### src/rtl/spi_stat_pkg.sv
package spi_stat_pkg;
  localparam int WORD_W  = 16;
  localparam int N_CH    = 12;
  // control word fields
  localparam int C_SRR   = 15;
  localparam int C_OCS   = 14;
  // status word fields
  localparam int S_TP    = 15;
  localparam int S_PSF   = 14;
  localparam int S_OPL   = 13;
  localparam int S_SCD   = 12;
  localparam int CNT_MAX = WORD_W + 1;
  localparam int CNT_W   = $clog2(CNT_MAX + 1);

  typedef logic [WORD_W-1:0] word_t;

  typedef struct packed {
    logic            ocs;
    logic [N_CH-1:0] ch;
  } ctrl_t;
endpackage

### src/rtl/spi_pin_sync.sv
module spi_pin_sync #(
  parameter int STAGES = 2
) (
  input  logic clk_i,
  input  logic rst_ni,
  input  logic rst_val_i,
  input  logic pin_i,
  output logic lvl_o,
  output logic rise_o,
  output logic fall_o
);
  logic [STAGES-1:0] chain_q;
  logic              prev_q;

  generate
    for (genvar g = 0; g < STAGES; g++) begin : g_stage
      always_ff @(posedge clk_i or negedge rst_ni) begin
        if (!rst_ni) chain_q[g] <= rst_val_i;
        else if (g == 0) chain_q[g] <= pin_i;
        else chain_q[g] <= chain_q[(g > 0) ? g-1 : 0];
      end
    end
  endgenerate

  always_ff @(posedge clk_i or negedge rst_ni) begin
    if (!rst_ni) prev_q <= rst_val_i;
    else prev_q <= chain_q[STAGES-1];
  end

  assign lvl_o  = chain_q[STAGES-1];
  assign rise_o = lvl_o & ~prev_q;
  assign fall_o = ~lvl_o & prev_q;
endmodule

### src/rtl/spi_shift_core.sv
module spi_shift_core
  import spi_stat_pkg::*;
(
  input  logic  clk_i,
  input  logic  rst_ni,
  input  logic  active_i,
  input  logic  cs_fall_i,
  input  logic  cs_rise_i,
  input  logic  sck_rise_i,
  input  logic  sck_fall_i,
  input  logic  sdi_i,
  input  word_t status_i,
  output logic  sdo_bit_o,
  output word_t rx_word_o,
  output logic  commit_o
);
  word_t            tx_q, rx_q;
  logic [CNT_W-1:0] cnt_q;

  always_ff @(posedge clk_i or negedge rst_ni) begin
    if (!rst_ni) begin
      tx_q  <= '0;
      rx_q  <= '0;
      cnt_q <= '0;
    end else if (cs_fall_i) begin
      tx_q  <= status_i;
      cnt_q <= '0;
    end else if (active_i) begin
      if (sck_rise_i) begin
        rx_q <= {rx_q[WORD_W-2:0], sdi_i};
        if (cnt_q != CNT_W'(CNT_MAX)) cnt_q <= cnt_q + 1'b1;
      end
      if (sck_fall_i) tx_q <= {tx_q[WORD_W-2:0], 1'b0};
    end
  end

  assign sdo_bit_o = tx_q[WORD_W-1];
  assign rx_word_o = rx_q;
  // only an exact-length frame commits
  assign commit_o  = cs_rise_i & active_i & (cnt_q == CNT_W'(WORD_W));

  AST_STATUS_LOAD: assert property (@(posedge clk_i) disable iff (!rst_ni)
    cs_fall_i |=> tx_q == $past(status_i));
  AST_TX_HOLD: assert property (@(posedge clk_i) disable iff (!rst_ni)
    (active_i && !sck_fall_i && !cs_fall_i) |=> $stable(tx_q));
  AST_CNT_BOUND: assert property (@(posedge clk_i) disable iff (!rst_ni)
    cnt_q <= CNT_W'(CNT_MAX));
  AST_IDLE_RX: assert property (@(posedge clk_i) disable iff (!rst_ni)
    !active_i |=> $stable(rx_q));
endmodule

### src/rtl/spi_ctrl_latch.sv
module spi_ctrl_latch
  import spi_stat_pkg::*;
(
  input  logic  clk_i,
  input  logic  rst_ni,
  input  logic  commit_i,
  input  word_t rx_word_i,
  output ctrl_t ctrl_o,
  output logic  srr_pulse_o
);
  ctrl_t ctrl_q;
  logic  pulse_q;
  logic  unused_rsvd;

  assign unused_rsvd = ^rx_word_i[C_OCS-1:N_CH];

  always_ff @(posedge clk_i or negedge rst_ni) begin
    if (!rst_ni) begin
      ctrl_q  <= '0;
      pulse_q <= 1'b0;
    end else begin
      pulse_q <= commit_i & rx_word_i[C_SRR];
      if (commit_i) begin
        ctrl_q.ocs <= rx_word_i[C_OCS];
        ctrl_q.ch  <= rx_word_i[N_CH-1:0];
      end
    end
  end

  assign ctrl_o      = ctrl_q;
  assign srr_pulse_o = pulse_q;

  AST_CTRL_HOLD: assert property (@(posedge clk_i) disable iff (!rst_ni)
    !commit_i |=> $stable(ctrl_q));
  AST_PULSE_SRC: assert property (@(posedge clk_i) disable iff (!rst_ni)
    $rose(srr_pulse_o) |-> $past(commit_i));
  AST_PULSE_ONE: assert property (@(posedge clk_i) disable iff (!rst_ni)
    srr_pulse_o |=> !srr_pulse_o);
endmodule

### src/rtl/spi_stat_port.sv
module spi_stat_port
  import spi_stat_pkg::*;
#(
  parameter int SYNC_STAGES = 2
) (
  input  logic            clk_i,
  input  logic            rst_ni,
  input  logic            csn_i,
  input  logic            sck_i,
  input  logic            sdi_i,
  output logic            sdo_o,
  output logic            sdo_oe_o,
  input  logic            tp_i,
  input  logic            psf_i,
  input  logic            opl_i,
  input  logic            scd_i,
  input  logic [N_CH-1:0] ch_stat_i,
  output logic [N_CH-1:0] ch_on_o,
  output logic            ocs_en_o,
  output logic            srr_pulse_o
);
  logic  csn_lvl, cs_rise, cs_fall;
  logic  sck_lvl, sck_rise, sck_fall;
  logic  sdi_lvl, sdi_r_unused, sdi_f_unused;
  logic  csn_lvl_unused, sck_lvl_unused;
  logic  active_q, sdo_bit, commit;
  word_t status_w, rx_word;
  ctrl_t ctrl;

  spi_pin_sync #(.STAGES(SYNC_STAGES)) u_sync_csn (
    .clk_i, .rst_ni, .rst_val_i(1'b1), .pin_i(csn_i),
    .lvl_o(csn_lvl), .rise_o(cs_rise), .fall_o(cs_fall));
  spi_pin_sync #(.STAGES(SYNC_STAGES)) u_sync_sck (
    .clk_i, .rst_ni, .rst_val_i(1'b0), .pin_i(sck_i),
    .lvl_o(sck_lvl), .rise_o(sck_rise), .fall_o(sck_fall));
  spi_pin_sync #(.STAGES(SYNC_STAGES)) u_sync_sdi (
    .clk_i, .rst_ni, .rst_val_i(1'b0), .pin_i(sdi_i),
    .lvl_o(sdi_lvl), .rise_o(sdi_r_unused), .fall_o(sdi_f_unused));

  assign csn_lvl_unused = csn_lvl;
  assign sck_lvl_unused = sck_lvl;

  always_comb begin
    status_w           = '0;
    status_w[S_TP]     = tp_i;
    status_w[S_PSF]    = psf_i;
    status_w[S_OPL]    = opl_i;
    status_w[S_SCD]    = scd_i;
    status_w[N_CH-1:0] = ch_stat_i;
  end

  always_ff @(posedge clk_i or negedge rst_ni) begin
    if (!rst_ni)      active_q <= 1'b0;
    else if (cs_fall) active_q <= 1'b1;
    else if (cs_rise) active_q <= 1'b0;
  end

  spi_shift_core u_core (
    .clk_i, .rst_ni,
    .active_i  (active_q),
    .cs_fall_i (cs_fall),
    .cs_rise_i (cs_rise),
    .sck_rise_i(sck_rise),
    .sck_fall_i(sck_fall),
    .sdi_i     (sdi_lvl),
    .status_i  (status_w),
    .sdo_bit_o (sdo_bit),
    .rx_word_o (rx_word),
    .commit_o  (commit));

  spi_ctrl_latch u_ctrl (
    .clk_i, .rst_ni,
    .commit_i   (commit),
    .rx_word_i  (rx_word),
    .ctrl_o     (ctrl),
    .srr_pulse_o(srr_pulse_o));

  assign sdo_oe_o = active_q;
  assign sdo_o    = active_q & sdo_bit;
  assign ch_on_o  = ctrl.ch;
  assign ocs_en_o = ctrl.ocs;

  AST_OE_OPEN: assert property (@(posedge clk_i) disable iff (!rst_ni)
    cs_fall |=> sdo_oe_o);
  AST_OE_CLOSE: assert property (@(posedge clk_i) disable iff (!rst_ni)
    cs_rise |=> !sdo_oe_o);
  AST_CMD_GATED: assert property (@(posedge clk_i) disable iff (!rst_ni)
    !sdo_oe_o && !cs_rise |=> $stable(ch_on_o) && $stable(ocs_en_o));
endmodule

### config.mk
export PLATFORM = sky130hd
export DESIGN_NAME = spi_stat_port
export DESIGN_NICKNAME = d
export VERILOG_FILES = /design/src/rtl/spi_stat_pkg.sv /design/src/rtl/spi_pin_sync.sv /design/src/rtl/spi_shift_core.sv /design/src/rtl/spi_ctrl_latch.sv /design/src/rtl/spi_stat_port.sv
export SDC_FILE = /design/constraint.sdc
export NUM_CORES = 1
export LEC_CHECK = 0
export BUFFER_PORTS_ARGS = -buffer_cell sky130_fd_sc_hd__clkbuf_2
export CORE_MARGIN = 5
export CORE_UTILIZATION = 30
export CTS_CLUSTER_DIAMETER = 60
export DETAILED_ROUTE_END_ITERATION = 8
export PLACE_DENSITY = 0.52
export SYNTH_ARGS = -nofsm -noshare
export SYNTH_HDL_FRONTEND = slang
export SYNTH_SLANG_ARGS = --single-unit
### constraint.sdc
create_clock -name clk_i -period 5.1 [get_ports clk_i]
set_clock_uncertainty 0.1 [all_clocks]
set_input_delay 0.51 -clock clk_i [delete_from_list [all_inputs] [get_ports clk_i]]
set_output_delay 0.51 -clock clk_i [all_outputs]
set_load 0.02 [all_outputs]
======== After elaboration in Yosys (flattened, before gate mapping) ========
Index checks and enable logic that the tools add are counted.
storage, ports and cells
  logic and storage cells ................. 48
  register bits after elaboration ......... 60
operators by class
  reduce and logical (&&, ||, !) cells .... 8
  equal/unequal tests ..................... 2
  bitwise gates (word level) .............. 13
  mux-type cells .......................... 9
  add/sub/neg operators ................... 1
operators by type and width
  cell                                          number
  two-way mux 16 bit                            3
  two-way mux 5 bit                             4
  nonzero test 2 bit                            5
  bitwise AND 1 bit                             8
  AND reduction 3 bit                           2
  adder 5 x 1 -> 5 bit, second input constant   1
  equality test 5 bit, second input constant    1
  inequality test 5 bit, second input constant  1
  inverter 1 bit                                5
  two-way mux 1 bit                             2
  AND reduction 2 bit                           1

======== Depth between registers and ports, before layout ========
  word-level depth ........................ 5
  mapped depth ............................ 7
  depth with buffers taken out ............ 5

======== Worst setup path before layout ========
OpenSTA, ideal clock, no wires.
  path kind ............................... reg2reg
  start ................................... register u_sync_csn.prev_q
  end ..................................... register u_ctrl.ctrl_q (netlist bit u_ctrl.ctrl_o[0])
  library setup time ...................... 0.125 ns
  slack ................................... 3.317 ns
  clock period less this slack ............ 1.783 ns
  arrival time ............................ 1.557 ns
  stages on the path, launching flop included .. 8
  path buffers ............................ 2
  required time ........................... 4.875 ns
  cells stage by stage .................... dfstp_2 -> inv_1 -> ha_1 -> and3_1 -> and3_1 -> buf_6 -> buf_12 -> mux2_4
on the way
  longest elaborated chain between the ends .. 4
ends and longest elaborated chain
  item                             line                  text
  start: declaration               spi_pin_sync.sv:13    logic prev_q;
  start signal: assignment         spi_pin_sync.sv:26    if (!rst_ni) prev_q <= rst_val_i;
  start signal: assignment         spi_pin_sync.sv:27    else prev_q <= chain_q[STAGES-1];
  inverter 1 bit                   spi_pin_sync.sv:31    assign rise_o = lvl_o & ~prev_q;
  bitwise AND 1 bit                spi_pin_sync.sv:31
  bitwise AND 1 bit (2 in series)  spi_shift_core.sv:40  assign commit_o = cs_rise_i & active_i & (cnt_q == CNT_W'(WORD_W));
  end: declaration                 spi_ctrl_latch.sv:11  ctrl_t ctrl_q;
Every way passes these cells.
A chain may end at the register's enable or synchronous reset.

======== Final worst setup path ========
  start ................................... register u_sync_csn.chain_q[1], in the netlist u_sync_csn.lvl_o
  end ..................................... register u_ctrl.ctrl_q (netlist bit u_ctrl.ctrl_o[12])
on the way
  longest elaborated chain between the ends .. 3
ends and longest elaborated chain
  item                              line                  text
  start: declaration                spi_pin_sync.sv:12    logic [STAGES-1:0] chain_q;
  start signal: indexed assignment  spi_pin_sync.sv:18    if (!rst_ni) chain_q[g] <= rst_val_i;
  start signal: indexed assignment  spi_pin_sync.sv:19    else if (g == 0) chain_q[g] <= pin_i;
  start signal: indexed assignment  spi_pin_sync.sv:20    else chain_q[g] <= chain_q[(g > 0) ? g-1 : 0];
  bitwise AND 1 bit                 spi_pin_sync.sv:31
  bitwise AND 1 bit (2 in series)   spi_shift_core.sv:40
Every way passes these cells.

==> flow_summary.yaml <==
power:
  p_leak_nw: 1.502
  p_total_mw: 1.038
  pwr-share-clk_pct: 39.6
  swShare_pct: 22.29
  switchingPower_uw: 231.3
  p_seq_share_pct: 52.4
  vdd_drop_max_uv: 99.30
  intPower_uw: 806.5
  power_frac_comb_pct: 8.0
  power_density_nw_per_um2: 353.1
synthesis:
  synth.distinct_cells: 26
  synth-edff-count: 0
  synth.avg_cell_area_sq_um: 13.60
  synth_seq_area_share_pct: 60.48
  synthCells: 183
  yosysWarnings: 0
  syn-num-nets: 209
  synth_top_family_by_area: "multiplexers"
  synthMuxAreaShare_pct: 21.82
  yosys.area.top_type: "dfrtp_1"
  async_flop_share_pct: 100.0
  syn_area_sq_um: 2489
  ys_ff_latch: 60
  synth_compound_area_share_pct: 4.877
  synth_ff_type: "dfrtp_1"
  ys_top_cells_by_area: "dfrtp_1 57%, mux2_2 10%, mux2i_1 6.4%"
  post-synth-top-count-cell: "dfrtp_1"
  synth-xor-area-share_pct: 0
  synth_commonest_cells: "57 x dfrtp_1, 22 x mux2_2, 19 x nand2_1"
  synth-simple-area-share_pct: 7.039
  synthAdderAreaFrac_pct: 2.514
  synth_top_cell_area_share_pct: 57.32
finish:
  stdcell_area_sq_um: 2939
  n_antenna_cell: 0
  nets: 249
  layout-drive-gt1-share_pct: 38.94
  area_growth_pct: 18.10
clock_network:
  clockBufferDepth: 2
  cts.sinks: 60
  cts-hold-fix-buffers: 0
  tritoncts: "yes"
  cts_resized: 0
  cts_made_buffers: 9
  root_buffer: "clkbuf_8"
  clock_latency_ps: 320
  path_clk_slew_ps: 60
  cts_setup_buffers: 0
  htreeDepth: 3
place:
  gp_congestion: 0.7151
  pre_cts_slack_ps: 2917
  postPlaceCellArea_sq_um: 2749
  dp_hpwl_um: 2770
  port_buffers: 36
floorplan:
  core_sq_um: 8134
  placementRows: 33
  die_area_sq_um: 10220
  io_pins: 37
  die_h_um: 101.1
  die_w_um: 101.1
  initial_utilization_pct: 30.60
detailed_routing:
  drt_iter0_markers: 66
  ant_nets: 0
  post_drt_wl_per_cell_um: 12.76
  via_per_inst: 4.462
  drc: 0
  vias: 1477
  wl_um: 4223
  firstDrtPassIters: 4
grt:
  grt_usage_pct: 9.265
  grt_antenna_before_repair: 0
  first_global_vias: 1576
  grt_max_degree: 61
  grt_pass1_wl_um: 7438
  grt_overflow_total: 0
sta:
  grt_setup_unrepaired: "no"
  fin_crit_ps: 2156
  max_freq_mhz: 463.7
  setup_slack_ps: 2944
  setup_violations: 0
  fin_crit_sh_pct: 42.28
  hold_viol_final: 0
  setup_tns_ps: 0
  worst_pin_slew_ps: 988.9
  slew_viol_final: 0
  maxSlewHeadroom_pct: 33.87
hold_path:
  worstHoldPathCells: 1
  hold_class: "in2reg"
status:
  status: "finished, final reports clean"
setup_path:
  critical_path_required_ps: 5210
  end_kind: "register"
  critPathLaunchType: "register"
  cp.arrival_ps: 2260
  path_max_fanout: 14
  rr_worst_depth: 4
  path_class: "reg2reg"
job:
  cap_violations: 0
==> critical path: stages, from the launching register on <==
cell and delay [ps]:
dfstp_2 540, ha_1 140, and3_1 140, and3_1 690
mux2_2 420
==> worst paths after layout <==
check                                                      from                         endpoint  slack (ps)
worst max register to register       u_sync_csn.lvl_o$_DFF_PN1_    u_ctrl.ctrl_o[12]$_DFFE_PN0P_        2940
worst max-delay path                 u_sync_csn.lvl_o$_DFF_PN1_    u_ctrl.ctrl_o[12]$_DFFE_PN0P_        2940
worst min-delay path                                      csn_i  u_sync_csn.chain_q[0]$_DFF_PN1_         170
worst min register to register  u_sync_sdi.chain_q[0]$_DFF_PN0_       u_sync_sdi.lvl_o$_DFF_PN0_         250
min in group asynchronous                                rst_ni     u_ctrl.srr_pulse_o$_DFF_PN0_         230
max in group asynchronous                                rst_ni      u_core.cnt_q[2]$_DFFE_PN0P_        4180
==> logic make-up (layout without fill, tap and decap cells) <==
family	after synthesis	count (layout)
adder cells (fa/ha/maj)	5	5
buffers and inverters	13	56
multiplexers	47	47
flip-flops	60	60
AND/OR/NAND/NOR	35	35
AO/OA/AOI/OAI	23	23
==> flip-flops by register name, indices dropped and copies added (netlist names), 5 cells and up <==
register and count:
u_core.rx_word_o 16, u_core.tx_q 16, u_ctrl.ctrl_o 13, u_core.cnt_q 5
==> placed cells by master (no fill, tap or decap) <==
cell type | synthesis | final
bufinv_16 | 0 | 1
clkinv_2 | 0 | 1
clkbuf_1 | 4 | 1
a311o_1 | 1 | 1
a31oi_1 | 1 | 1
mux2_2 | 22 | 22
clkbuf_8 | 0 | 11
o21ai_0 | 18 | 18
nand3_1 | 1 | 1
and3_1 | 2 | 2
buf_4 | 2 | 2
inv_1 | 4 | 4
nand2b_1 | 2 | 2
a21oi_1 | 3 | 3
dfstp_2 | 3 | 3
nor2_1 | 3 | 3
mux2i_1 | 16 | 16
dfrtp_1 | 57 | 57
or3_1 | 2 | 2
nor2_4 | 1 | 1
nand3b_1 | 2 | 2
nand4b_1 | 1 | 1
and2_2 | 2 | 2
mux2_4 | 9 | 9
clkbuf_2 | 0 | 36
nand2_1 | 19 | 19
ha_1 | 5 | 5
==> layer usage <==
layer,share of wire (%),track usage [%]
met1,47,12.18
met2,47,13.48
met3,4.0,2.422
met4,1.9,5.828
met5,0,0
==> power by group through the flow <==
stage	Clock, mW	Sequential (mW)	Combinational (mW)
finish	0.411	0.544	0.0828
CTS	0.430	0.545	0.0856
detailed placement	0	0.553	0.0857
global placement	0	0.553	0.0840
floorplan	0	0.546	0.0568
global route	0.450	0.550	0.0971
==> cell type report <==
cell class,instances,area (sq um)
clock inverter,2,35.03
inverter,4,15.01
clock buffer,12,155.1
tap,105,131.4
multi-input combinational,110,902.1
sequential,60,1505
timing repair buffer,38,195.2
fill,805,5195
==> per-stage QoR <==
stage,hold WS (ps),util (%),instances
after floorplan,114.4,-,183
after global placement,233.8,33.79,317
after detailed placement,236.5,33.79,317
after CTS,149.0,36.13,331
after global routing,152.3,36.13,331
final,168.8,36.13,331
Note: power is estimated with default switching activity, not from simulation.
